### src/rtl/sq_pkg.sv
package sq_pkg;
  typedef enum logic [1:0] {
    SQ_IDLE = 2'd0,
    SQ_QUAL = 2'd1,
    SQ_OPEN = 2'd2
  } sq_state_e;

  typedef enum logic [1:0] {
    POL_NONE = 2'd0,
    POL_POS  = 2'd1,
    POL_NEG  = 2'd2
  } sq_pol_e;
endpackage

### src/rtl/sq_pol_class.sv
module sq_pol_class
  import sq_pkg::*;
(
  input  logic    pos_hit,
  input  logic    neg_hit,
  output sq_pol_e pol
);
  // A sample counts only when exactly one comparator reports.
  always_comb begin
    unique case ({pos_hit, neg_hit})
      2'b10:   pol = POL_POS;
      2'b01:   pol = POL_NEG;
      default: pol = POL_NONE;
    endcase
  end
endmodule

### src/rtl/sq_window_judge.sv
module sq_window_judge
  import sq_pkg::*;
#(
  parameter int WIN_CYC     = 40,
  parameter int GAP_MAX_CYC = 12,
  parameter int MAX_XING    = 9
) (
  input  logic    clk,
  input  logic    rst_n,
  input  logic    start,
  input  logic    active,
  input  sq_pol_e pol,
  output logic    win_last,
  output logic    verdict_ok
);
  localparam int WW = (WIN_CYC > 1) ? $clog2(WIN_CYC) : 1;
  localparam int GW = $clog2(GAP_MAX_CYC + 1);
  localparam int XW = $clog2(MAX_XING + 1);
  localparam logic [WW-1:0] WIN_END = WW'(WIN_CYC - 1);
  localparam logic [GW-1:0] GAP_TOP = GW'(GAP_MAX_CYC);
  localparam logic [XW-1:0] XING_TOP = XW'(MAX_XING);

  logic [WW-1:0] win_q, win_nx;
  logic [GW-1:0] gap_q, gap_nx;
  logic [XW-1:0] xing_q, xing_nx;
  logic          fast_q, fast_nx;
  sq_pol_e       last_q, last_nx;
  logic          have_pol, swing, swing_fast;

  always_comb begin
    have_pol   = (pol != POL_NONE);
    swing      = have_pol && (pol != last_q);
    // gap_q counts empty samples since the last valid one; distance is gap_q+1
    swing_fast = swing && (gap_q < GAP_TOP);
    xing_nx    = (swing && (xing_q != XING_TOP)) ? xing_q + 1'b1 : xing_q;
    fast_nx    = fast_q | swing_fast;
    last_nx    = have_pol ? pol : last_q;
    if (have_pol)              gap_nx = '0;
    else if (gap_q == GAP_TOP) gap_nx = gap_q;
    else                       gap_nx = gap_q + 1'b1;
    win_nx     = (win_q == WIN_END) ? win_q : win_q + 1'b1;
    win_last   = active && (win_q == WIN_END);
    verdict_ok = fast_nx && (xing_nx < XING_TOP);
  end

  always_ff @(posedge clk or negedge rst_n) begin
    if (!rst_n) begin
      win_q  <= '0;
      gap_q  <= '0;
      xing_q <= '0;
      fast_q <= 1'b0;
      last_q <= POL_NONE;
    end else if (start) begin
      win_q  <= '0;
      gap_q  <= '0;
      xing_q <= '0;
      fast_q <= 1'b0;
      last_q <= pol;
    end else if (active) begin
      win_q  <= win_nx;
      gap_q  <= gap_nx;
      xing_q <= xing_nx;
      fast_q <= fast_nx;
      last_q <= last_nx;
    end
  end
endmodule

### src/rtl/sq_quiet_timer.sv
module sq_quiet_timer #(
  parameter int LOSS_CYC = 40
) (
  input  logic clk,
  input  logic rst_n,
  input  logic run,
  input  logic hit,
  output logic expired
);
  localparam int LW = (LOSS_CYC > 1) ? $clog2(LOSS_CYC) : 1;
  localparam logic [LW-1:0] LOSS_END = LW'(LOSS_CYC - 1);

  logic [LW-1:0] cnt_q, cnt_nx;
  logic          cnt_en;

  always_comb begin
    expired = run && !hit && (cnt_q == LOSS_END);
    cnt_en  = !run || hit || !expired;
    if (!run || hit) cnt_nx = '0;
    else             cnt_nx = cnt_q + 1'b1;
  end

  always_ff @(posedge clk or negedge rst_n) begin
    if (!rst_n)      cnt_q <= '0;
    else if (cnt_en) cnt_q <= cnt_nx;
  end
endmodule

### src/rtl/rx_squelch_qual.sv
module rx_squelch_qual
  import sq_pkg::*;
#(
  parameter int WIN_CYC     = 40,
  parameter int GAP_MAX_CYC = 12,
  parameter int MAX_XING    = 9,
  parameter int LOSS_CYC    = 40
) (
  input  logic clk,
  input  logic rst_n,
  input  logic pos_hit,
  input  logic neg_hit,
  input  logic soi_det,
  input  logic long_reach,
  output logic squelch_off,
  output logic thr_low_sel,
  output logic thr_long_sel,
  output logic rx_en
);
  sq_state_e state_q, state_nx;
  sq_pol_e   pol;
  logic      start, qual_active, win_last, verdict_ok, quiet_expired;
  logic      rx_en_q, rx_en_nx, long_q, long_nx, long_en;

  sq_pol_class u_pol (
    .pos_hit (pos_hit),
    .neg_hit (neg_hit),
    .pol     (pol)
  );

  sq_window_judge #(
    .WIN_CYC     (WIN_CYC),
    .GAP_MAX_CYC (GAP_MAX_CYC),
    .MAX_XING    (MAX_XING)
  ) u_judge (
    .clk        (clk),
    .rst_n      (rst_n),
    .start      (start),
    .active     (qual_active),
    .pol        (pol),
    .win_last   (win_last),
    .verdict_ok (verdict_ok)
  );

  sq_quiet_timer #(
    .LOSS_CYC (LOSS_CYC)
  ) u_quiet (
    .clk     (clk),
    .rst_n   (rst_n),
    .run     (state_q == SQ_OPEN),
    .hit     (pos_hit | neg_hit),
    .expired (quiet_expired)
  );

  always_comb begin
    start       = (state_q == SQ_IDLE) && (pol != POL_NONE);
    qual_active = (state_q == SQ_QUAL);
    state_nx    = state_q;
    unique case (state_q)
      SQ_IDLE: if (start) state_nx = SQ_QUAL;
      SQ_QUAL: begin
        if (soi_det)       state_nx = SQ_IDLE;
        else if (win_last) state_nx = verdict_ok ? SQ_OPEN : SQ_IDLE;
      end
      SQ_OPEN: if (soi_det || quiet_expired) state_nx = SQ_IDLE;
      default: state_nx = SQ_IDLE;
    endcase
    // enable rises a cycle late, drops together with the squelch
    rx_en_nx = (state_nx == SQ_OPEN) && (state_q == SQ_OPEN);
    long_en  = (state_q == SQ_IDLE);
    long_nx  = long_reach;
  end

  always_ff @(posedge clk or negedge rst_n) begin
    if (!rst_n) begin
      state_q <= SQ_IDLE;
      rx_en_q <= 1'b0;
    end else begin
      state_q <= state_nx;
      rx_en_q <= rx_en_nx;
    end
  end

  always_ff @(posedge clk or negedge rst_n) begin
    if (!rst_n)       long_q <= 1'b0;
    else if (long_en) long_q <= long_nx;
  end

  assign squelch_off  = (state_q == SQ_OPEN);
  assign thr_low_sel  = (state_q == SQ_OPEN);
  assign thr_long_sel = long_q;
  assign rx_en        = rx_en_q;
endmodule

### config.mk
export PLATFORM = sky130hd
export DESIGN_NAME = rx_squelch_qual
export DESIGN_NICKNAME = d
export VERILOG_FILES = /design/src/rtl/sq_pkg.sv /design/src/rtl/sq_pol_class.sv /design/src/rtl/sq_window_judge.sv /design/src/rtl/sq_quiet_timer.sv /design/src/rtl/rx_squelch_qual.sv
export SDC_FILE = /design/constraint.sdc
export NUM_CORES = 1
export LEC_CHECK = 0
export BUFFER_PORTS_ARGS = -buffer_cell sky130_fd_sc_hd__buf_4
export CORE_MARGIN = 2
export CORE_UTILIZATION = 35
export CTS_BUF_LIST = sky130_fd_sc_hd__clkbuf_16
export CTS_CLUSTER_SIZE = 40
export DETAILED_ROUTE_END_ITERATION = 8
export GPL_TIMING_DRIVEN = 0
export PLACE_DENSITY_LB_ADDON = 0.25
export SYNTH_ARGS = -nofsm -noshare
export SYNTH_HDL_FRONTEND = slang
export SYNTH_SLANG_ARGS = --single-unit
### constraint.sdc
create_clock -name clk -period 4.25 [get_ports clk]
set_input_delay 0.85 -clock clk [delete_from_list [all_inputs] [get_ports clk]]
set_output_delay 0.85 -clock clk [all_outputs]
set_load 0.02 [all_outputs]
* Word-level counts from Yosys, hierarchy flattened *
Index checks and enable logic that the tools add are counted.

operators by class
  reduce and logical (&&, ||, !) cells = 22
  mux-type cells = 23
  $lt $le $gt $ge = 2
  add/subtract/negate cells = 4
  eq/ne operators = 12
  bitwise gates (word level) = 2

operators with widths
  operator               count
  $mux W4                7
  $mux W6                4
  $mux W2                8
  $add A6 B1 Y6 const B  2
  $eq A6 B6 Y1 const B   2
  $logic_and A1 B1 Y1    9
  $add A4 B1 Y4 const B  2
  $lt A4 B4 Y1 const B   2
  $eq A2 B2 Y1 const B   3
  $pmux W2 S3            1
  $reduce_and A2 Y1      3
  $reduce_bool A2 Y1     3
  $eq A2 B1 Y1 const B   2
  $eq A4 B4 Y1 const B   1
  $ne A4 B4 Y1 const B   1
  $pmux W2 S2            1
  $logic_not A1 Y1       3
  $logic_or A1 B1 Y1     3
  $ne A3 B2 Y1 const B   1
  $logic_not A2 Y1       1
  $mux W1                2
  $ne A2 B2 Y1           1
  $ne A2 B2 Y1 const B   1
  $or A1 B1 Y1           2

word-level totals
  logic and storage cells = 74
  input port bits = 6
  register bits after elaboration = 27
  output and inout bits = 4

* Depth between registers and ports, before layout *
Gate-level depths: netlist of the first run.

  depth in word-level cells = 14
  mapped depth = 7
  mapped depth without buffers = 7

* Cells and area by module *
A second synthesis of the first run with hierarchy kept.

unflattened totals
  cells, all modules = 153
  area, all modules = 1511.4 um2

modules (own cells, without submodules)
  module           instances  cells an instance  sequential area each (um2)  area each (um2)
  sq_window_judge  1          100                425.4                       979.7
  sq_quiet_timer   1          33                 150.1                       315.3
  rx_squelch_qual  1          18                 100.1                       201.4
  sq_pol_class     1          2                  0.0                         15.0

* Least setup slack after synthesis of the first run *
Ideal clock, no wire load.

  kind = in2reg
  from = input pos_hit
  to = register state_q[1]
  library setup time = 0.078 ns
  stages on the path = 6
  data required time = 4.172 ns
  slack = 2.096 ns
  arrival = 2.076 ns
  cells stage by stage = inv_1 -> ha_1 -> a21boi_4 -> o21ai_1 -> a2111o_1 -> o21bai_1

on the way
  longest elaborated chain between the ends = 12
  elaborated cells on any way between the ends = 24
  classes of those cells = order compare: 1; eq/ne: 3; mux: 8; bitwise: 2; reduce/logical: 10

ends and longest elaborated chain
  element                                                    RTL line                                                             text
  from (decl)                                                rx_squelch_qual.sv:11                                                input logic pos_hit,
  $eq A2 B1 Y1 / $eq A2 B2 Y1 (equally long branches)        sq_pol_class.sv:10                                                   unique case ({pos_hit, neg_hit})
  $pmux W2 S2                                                sq_pol_class.sv:10
  $ne A2 B2 Y1 / $reduce_bool A2 Y1 (equally long branches)  sq_window_judge.sv:32, sq_window_judge.sv:31, rx_squelch_qual.sv:56
  $logic_and A1 B1 Y1                                        sq_window_judge.sv:32                                                swing = have_pol && (pol != last_q);
  $logic_and A1 B1 Y1                                        sq_window_judge.sv:35                                                xing_nx = (swing && (xing_q != XING_TOP)) ? xing_q + 1'b1 : xing_q;
  $mux W4                                                    sq_window_judge.sv:35
  $lt A4 B4 Y1                                               sq_window_judge.sv:43                                                verdict_ok = fast_nx && (xing_nx < XING_TOP);
  $logic_and A1 B1 Y1                                        sq_window_judge.sv:43
  $mux W2 (2 in a row)                                       rx_squelch_qual.sv:63                                                else if (win_last) state_nx = verdict_ok ? SQ_OPEN : SQ_IDLE;
  $mux W2                                                    rx_squelch_qual.sv:62                                                if (soi_det) state_nx = SQ_IDLE;
  $pmux W2 S3 (*)                                            rx_squelch_qual.sv:59                                                unique case (state_q)
  net state_nx[1]                                            rx_squelch_qual.sv:20                                                sq_state_e state_q, state_nx;
  to (signal assigned)                                       rx_squelch_qual.sv:79                                                state_q <= state_nx;
  to (decl)                                                  rx_squelch_qual.sv:20

The timed path passes the listed nets; every way through them passes the cells marked *.
A chain may end at the register's enable or synchronous reset.

* Worst setup path in the final report of the first run *
  from = register state_q[0]
  to = output thr_low_sel

on the way
  longest elaborated chain between the ends = 1

ends and longest elaborated chain
  element       RTL line               text
  $eq A2 B2 Y1  rx_squelch_qual.sv:90  assign thr_low_sel = (state_q == SQ_OPEN);
  to (decl)     rx_squelch_qual.sv:16  output logic thr_low_sel,

No other way between the ends.

==> results of run 1 <==
cells by family (layout without fill, tap and decap cells):
group | after synthesis | in the layout | synth area share (%)
and+or+nand+nor | 56 | 56 | 17.3
AOI/OAI and AO/OA | 34 | 34 | 15.9
DFF | 27 | 27 | 45.2
buffers and inverters | 14 | 27 | 3.85
xor gates and xnor gates | 10 | 10 | 5.86
adders and majority gates | 9 | 9 | 7.54
muxes | 6 | 6 | 4.27
power groups by stage:
stage | logic [mW] | clock network [mW] | registers, mW
after global placement | 0.194 | 0 | 0.343
after global routing | 0.231 | 0.230 | 0.351
after detailed placement | 0.199 | 0 | 0.346
after CTS | 0.199 | 0.218 | 0.341
after floorplan | 0.149 | 0 | 0.339
final | 0.197 | 0.211 | 0.342
worst min path at each step:
| stage | start | end | slack [ns] | cells after the start |
|---|---|---|---|---|
| after global placement | u_judge.fast_q | u_judge.fast_q | 0.47 | 2 |
| final | rst_n | thr_long_sel | 0.50 | 1 |
| after floorplan | u_judge.fast_q | u_judge.fast_q | 0.46 | 2 |
| after detailed placement | thr_long_sel | thr_long_sel | 0.50 | 1 |
| after global routing | rst_n | u_judge.gap_q[0] | 0.52 | 1 |
| after CTS | rst_n | u_judge.last_q[0] | 0.51 | 1 |
synth_stat cells:
library cell	number	area, um^2
buf_2	1	5.00
a21oi_1	6	30.0
nand4_1	4	25.0
mux2_2	3	33.8
a41oi_1	2	17.5
nand3_1	6	30.0
a21o_1	1	7.51
o21ai_0	5	25.0
nor2_1	21	78.8
or2_0	1	6.26
a21boi_4	1	18.8
a2111o_1	1	11.3
nor3b_1	1	7.51
mux2i_1	3	30.0
ha_1	9	113
xnor2_1	5	43.8
nor2b_1	3	18.8
or2_1	1	6.26
o31ai_1	2	15.0
a211oi_1	1	7.51
a22oi_1	1	7.51
o22ai_1	1	6.26
a2111oi_1	1	10.0
o21ai_1	4	20.0
nor3_1	2	10.0
xor2_1	5	43.8
a41o_1	2	20.0
and3_1	2	12.5
nand2_1	12	45.0
clkbuf_1	3	11.3
o21bai_1	1	7.51
inv_1	9	33.8
buf_4	1	7.51
o22a_1	1	8.76
dfrtp_1	27	676
a31oi_1	4	25.0
nand2b_1	3	18.8
area by class of cell:
cell class | instances | share of cell area [%]
well taps | 50 | 3.67
repair buffers | 9 | 3.97
multi-input cells | 115 | 44.7
plain buffers | 5 | 1.40
clock buffers | 3 | 4.41
clock inverters | 1 | 0.220
inverters | 9 | 1.98
flip-flops and latches | 27 | 39.7
registers in the layout, summed over array words and instances, names as in the netlist:
name and count:
u_judge.last_q 2, u_judge.win_q 6, state_q 2, rx_en 1, thr_long_sel 1, u_judge.xing_q 4, u_quiet.cnt_q 6, u_judge.gap_q 4
u_judge.fast_q 1
per-layer routing:
metal | share of wire [%] | wire (um)
met3 | 2.1 | 61
met5 | 0 | 0
met1 | 48 | 1380
met4 | 0.73 | 21
met2 | 49 | 1400
through the flow:
| stage | cells | area, um^2 | power [mW] | utilization (%) | setup slack [ns] |
|---|---|---|---|---|---|
| after floorplan | 156 | 1490 | 0.488 | - | 2.10 |
| after global placement | 215 | 1620 | 0.537 | 40.0 | 1.83 |
| after detailed placement | 215 | 1620 | 0.545 | 40.0 | 1.77 |
| after CTS | 219 | 1700 | 0.759 | 42.0 | 2.00 |
| after global routing | 219 | 1700 | 0.812 | 42.0 | 1.90 |
| final | 219 | 1700 | 0.750 | 42.0 | 2.01 |
==> summary.txt, run 1 <==
Run status
  • Status: completed

Clock tree
  • Setup Buffers After CTS: 0
  • H-tree depth: 1
  • Clock buffer depth: 2
  • Resize count post-CTS: 0
  • CTS tree: yes
  • Cts bufs inserted: 3
  • Worst skew pair latency: 0.26 ns
  • CTS root buffer: clkbuf_16
  • Hold_buf cts: 0
  • TritonCTS Sinks: 27
  • Worst-path clk slew: 0.07 ns

Route
  • DR iter-0 viols: 36
  • Routed via count: 1132
  • Mean number of vias per cell: 5.17
  • First drt pass iteration count: 4
  • Avg WL per Cell: 13.1 um
  • Routed Antenna Nets: 0
  • Post-Route WL: 2870 um
  • DRC Markers: 0

Cells and area
  • Layout cells sized above 1: 10.7%
  • Post-layout nets: 185
  • Commonest non-fill, non-tap cells in the layout: dfrtp_1, nor2_1, nand2_1
  • Synth-to-layout area growth: 14.0%
  • Ant diodes: 0
  • Filler Cells Inserted: 385
  • Leading cell type in the layout, fill and taps excluded: dfrtp_1
  • Reg area: 676 um^2
  • Multi-input gate area: 761 um^2

Critical path
  • Crit path cell chain: clkbuf_1 -> nor2_1 -> buf_4 -> buf_4
  • Crit path capture: thr_low_sel
  • R2r worst-path depth: 6
  • CP endpoint kind: primary output
  • Reg2reg end: u_judge.xing_q[1]
  • CP delay by family, top: buffers and inverters
  • Startpoint Class: register
  • CP required: 3.40 ns
  • Crit. Startpoint: state_q[0]
  • R2R Setup Slk: 2.60 ns
  • CP peak stage delay: 0.36 ns
  • Crit. path cell count: 4
  • Critical Path Most Common Cell: buf_4
  • Crit path DAT: 1.39 ns
  • WP buf/inv: 3
  • Worst Path Max Fanout: 10
  • Critical path class: register to primary output
  • Slowest CP cell: dfrtp_1
  • Reg2reg start: state_q[1]

Global routing
  • Pin count of the biggest net entering global routing: 28
  • Number of global-route vias before repair: 1223
  • Met2 Track Usage GR: 23.3%
  • Grt met1 use: 17.6%
  • Overflow after GRT: 0
  • M3 GR Usage: 1.31%
  • Global-route wire length before repair: 5400 um
  • Gr usage total: 13.4%
  • Global routing's busiest layer: met2
  • Initial antenna violation count: 0

Synth
  • Seq/Total Area, Yosys: 45.2%
  • Mapped Nets: 171
  • Synth Warn #: 0
  • Avg Cell Area, Syn: 9.58 um^2
  • Mapped Area: 0.00149 mm^2
  • Post-synthesis register bit count: 27
  • Cells after Synth: 156
  • Synth unique cells: 37

Floorplanning
  • Number of I/O pins: 10
  • Core region area: 0.00406 mm^2
  • # rows: 23
  • Initial core utilization: 36.8%
  • Total die area: 0.00481 mm^2
  • Die Height: 69.3 um
  • Die width: 69.3 um

Power
  • Part of the power in the clock network: 28.2%
  • Cell-internal power: 0.509 mW
  • Comb pwr share: 26.3%
  • Switching power share of the total: 32.1%
  • Sw Pwr: 0.241 mW
  • Pwr/cell area: 441 mW/mm^2
  • Flop pwr share: 45.6%
  • Pleak: 0.781 nW
  • Worst ir drop on vdd: 0.235 mV

Timing
  • Max Clk Rate: 0.446 GHz
  • Clk_skew: 0.00272 ns
  • Final setup viols: 0
  • Slew Limit Fails: 0
  • Period utilisation layout: 52.8%
  • Final min period: 2.24 ns
  • Slew Limit Headroom: 64.7%
  • Setup TNS: 0 ns
  • Hold Vio Cnt, Final: 0
  • Worst-Margin Slew: 0.528 ns
  • RSZ-0062 raised after global routing: false
  • Hold slack: 0.499 ns

Flow run
  • Max-cap violations: 0

Placement
  • DP Wirelength: 2120 um
  • Placer Congestion: 0.813
  • PortBufs: 9

Worst hold path
  • Hold Crit Class: input pin to async pin
Note: power is estimated with default switching activity, not from simulation.
==> run 2: changes to the inputs <==
Settings changed: ABC_AREA set to 1.
Clock period 4.25 ns to 2.2 ns, I/O delays scaled along.
==> summary.txt, run 2 <==
Route
  • Routed via count: 1204 (was 1132)
  • Routed Antenna Nets: 0 (unchanged)
  • DRC Markers: 0 (unchanged)
  • Mean number of vias per cell: 4.68 (was 5.17)
  • First drt pass iteration count: 4 (unchanged)
  • DR iter-0 viols: 27 (was 36)
  • Avg WL per Cell: 10.6 um (was 13.1 um)
  • Post-Route WL: 2720 um (was 2870 um)

Timing
  • Period utilisation layout: 72.7%
  • Slew Limit Headroom: 76.3% (was 64.7%)
  • Clk_skew: 0.00337 ns (was 0.00272 ns)
  • RSZ-0062 raised after global routing: false (unchanged)
  • Hold Vio Cnt, Final: 0 (unchanged)
  • Max Clk Rate: 0.626 GHz
  • Hold slack: 0.0894 ns (was 0.499 ns)
  • Worst-Margin Slew: 0.355 ns (was 0.528 ns)
  • Slew Limit Fails: 0 (unchanged)
  • Final setup margin: 0.601 ns (was 2.01 ns)
  • Final setup viols: 0 (unchanged)
  • Setup TNS: 0 ns (unchanged)
  • Final min period: 1.60 ns

Synth
  • Adder-Cell Fraction of Synth Area: 7.08% (was 7.54%)
  • Post-synthesis mux area share: 0.708% (was 4.27%)
  • Mapped Area: 0.00159 mm^2 (was 0.00149 mm^2)
  • Avg Cell Area, Syn: 8.29 um^2 (was 9.58 um^2)
  • Post-synth EDFFs: 0 (unchanged)
  • Largest family of logic cells by synthesized area: simple AND/OR/NAND/NOR gates (unchanged)
  • Post-synth top flop: dfrtp_1 (unchanged)
  • Synth Area in Compound Gates: 10.2% (was 15.9%)
  • Seq/Total Area, Yosys: 42.5% (was 45.2%)
  • XOR/XNOR Fraction of Synth Area: 1.65% (was 5.86%)
  • Top post-synthesis cells by count: nand2_1, dfrtp_1, inv_1 (was dfrtp_1, nor2_1, nand2_1)
  • Post-synthesis simple-gate area fraction: 29.5% (was 17.3%)
  • Synth unique cells: 33 (was 37)
  • Async SR Flop Fraction: 100% (unchanged)
  • Synth top area share: 42.5% (was 45.2%)
  • Mapped Nets: 207 (was 171)
  • Post-synthesis register bit count: 27 (unchanged)
  • Synth Warn #: 0 (unchanged)
  • Count leader, synth: nand2_1 (was dfrtp_1)
  • Top cells by area, synth: dfrtp_1, nand2_1, ha_1 (was dfrtp_1, ha_1, nor2_1)
  • Cell taking the most area after synthesis: dfrtp_1 (unchanged)
  • Cells after Synth: 192 (was 156)

Cells and area
  • Regs by FF count: u_judge.win_q: 6 flops, u_quiet.cnt_q: 6 flops (unchanged)
  • Layout cells sized above 1: 20.5% (was 10.7%)
  • Commonest non-fill, non-tap cells in the layout: nand2_1, dfrtp_1, inv_1 (was dfrtp_1, nor2_1, nand2_1)
  • Post-layout nets: 221 (was 185)
  • Filler Cells Inserted: 411 (was 385)
  • Ant diodes: 0 (unchanged)
  • Synth-to-layout area growth: 13.4% (was 14.0%)
  • Non-filler instance count after layout: 257 (was 219)
  • Leading cell type in the layout, fill and taps excluded: nand2_1 (was dfrtp_1)

Clock tree
  • CTS tree: yes (unchanged)
  • Hold_buf cts: 0 (unchanged)
  • CTS root buffer: clkbuf_16 (unchanged)
  • Clock buffer depth: 2 (unchanged)
  • H-tree depth: 1 (unchanged)
  • TritonCTS Sinks: 27 (unchanged)
  • Worst skew pair latency: 0.26 ns (about the same)
  • Setup Buffers After CTS: 0 (unchanged)
  • Worst-path clk slew: 0.07 ns (about the same)
  • Cts bufs inserted: 3 (unchanged)
  • Resize count post-CTS: 0 (unchanged)

Global routing
  • Global-route wire length before repair: 4770 um (was 5400 um)
  • Number of global-route vias before repair: 1109 (was 1223)
  • Pin count of the biggest net entering global routing: 28 (unchanged)
  • Initial antenna violation count: 0 (unchanged)
  • Overflow after GRT: 0 (unchanged)
  • Gr usage total: 11.9% (was 13.4%)

Floorplanning
  • Die Height: 71.4 um (was 69.3 um)
  • Core region area: 0.00435 mm^2 (was 0.00406 mm^2)
  • # rows: 24 (was 23)
  • Initial core utilization: 36.6% (was 36.8%)
  • Total die area: 0.00510 mm^2 (was 0.00481 mm^2)
  • Die width: 71.4 um (was 69.3 um)
  • Number of I/O pins: 10 (unchanged)

Placement
  • Pre-CTS setup slack: 0.389 ns (was 1.77 ns)
  • Placed instance count: 253 (was 215)
  • PortBufs: 9 (unchanged)
  • DP Wirelength: 2040 um (was 2120 um)
  • Placer Congestion: 0.787 (was 0.813)

Critical path
  • CP endpoint kind: primary output (unchanged)
  • Crit path DAT: 1.16 ns (was 1.39 ns)
  • Startpoint Class: register (unchanged)
  • CP required: 1.76 ns (was 3.40 ns)
  • Critical path class: register to primary output (unchanged)
  • Worst Path Max Fanout: 4 (was 10)

Flow run
  • Max-cap violations: 0 (unchanged)

Power
  • Pleak: 0.891 nW (was 0.781 nW)
  • Worst ir drop on vdd: 0.521 mV (was 0.235 mV)
  • Pwr/cell area: 945 mW/mm^2 (was 441 mW/mm^2)

Worst hold path
  • Hold Crit Class: input pin to async pin (unchanged)

Run status
  • Status: completed (unchanged)
## run 2: cell count changes after synthesis, moves of 4 or more
| cell | change |
|---|---|
| a31oi_1 | -4 |
| inv_1 | +16 |
| nand2_1 | +33 |
| nand2_2 | +6 |
| nand3_1 | +6 |
| nor2_1 | -12 |
| nor2_2 | +4 |
| xnor2_1 | -4 |
## run 2: kinds of logic (layout without fill, tap and decap cells)
group           Yosys count  after routing
mux                       1              1
compound gates           24             24
simple gates             96             96
flops                    27             27
xor+xnor                  3              3
buf+inv                  32             45
fa+ha+maj                 9              9
## run 2: through the flow
| step | util [%] | power [mW] | instance area, um^2 |
|---|---|---|---|
| after CTS | 41.4 | 1.73 | 1800 |
| final | 41.4 | 1.71 | 1800 |
| after detailed placement | 39.6 | 1.31 | 1720 |
| after floorplan | - | 1.17 | 1590 |
| after global routing | 41.4 | 1.84 | 1800 |
| after global placement | 39.6 | 1.30 | 1720 |
## run 2: path summary, 6_finish.rpt
check | start | end | slack, ns | cells past startpoint
max in group asynchronous | rst_n | u_judge.fast_q | 1.85 | 1
worst max-delay path | state_q[0] | thr_low_sel | 0.60 | 3
worst min register to register | u_quiet.cnt_q[0] | u_quiet.cnt_q[0] | 0.51 | 1
worst min-delay path | rst_n | u_judge.last_q[0] | 0.09 | 1
min in group clk | long_reach | thr_long_sel | 0.42 | 2
worst max register to register | u_judge.xing_q[0] | state_q[1] | 0.74 | 9
## run 2: routing by layer
metal | vias to the layer above | part of all wire, % | wire, um | track usage [%]
met3 | 2 | 2.2 | 59 | 2.95
met4 | 0 | 0.92 | 25 | 3.77
met1 | 548 | 50 | 1370 | 15.6
met2 | 6 | 46 | 1260 | 19.4
met5 | - | 0 | 0 | 0
li1 | 648 | - | - | -
## run 2: cell type report
| class | count | area [um^2] | share of cell area (%) |
|---|---|---|---|
| well taps | 52 | 65.1 | 3.61 |
| plain buffers | 3 | 23.8 | 1.32 |
| clock inverters | 1 | 5.00 | 0.277 |
| flip-flops and latches | 27 | 676 | 37.4 |
| inverters | 29 | 110 | 6.10 |
| repair buffers | 9 | 67.6 | 3.74 |
| multi-input cells | 133 | 782 | 43.3 |
| clock buffers | 3 | 75.1 | 4.16 |
## run 2: power by group
group / total [mW] / internal (mW) / switching (mW)
combinational: 0.577 / 0.216 / 0.360
sequential: 0.720 / 0.614 / 0.107
clock: 0.408 / 0.245 / 0.164
## run 2: worst max-delay path, stage by stage (launching register included)
cell     delay [ns]
dfrtp_1        0.45
nor2_2         0.20
buf_4          0.13
buf_4          0.12
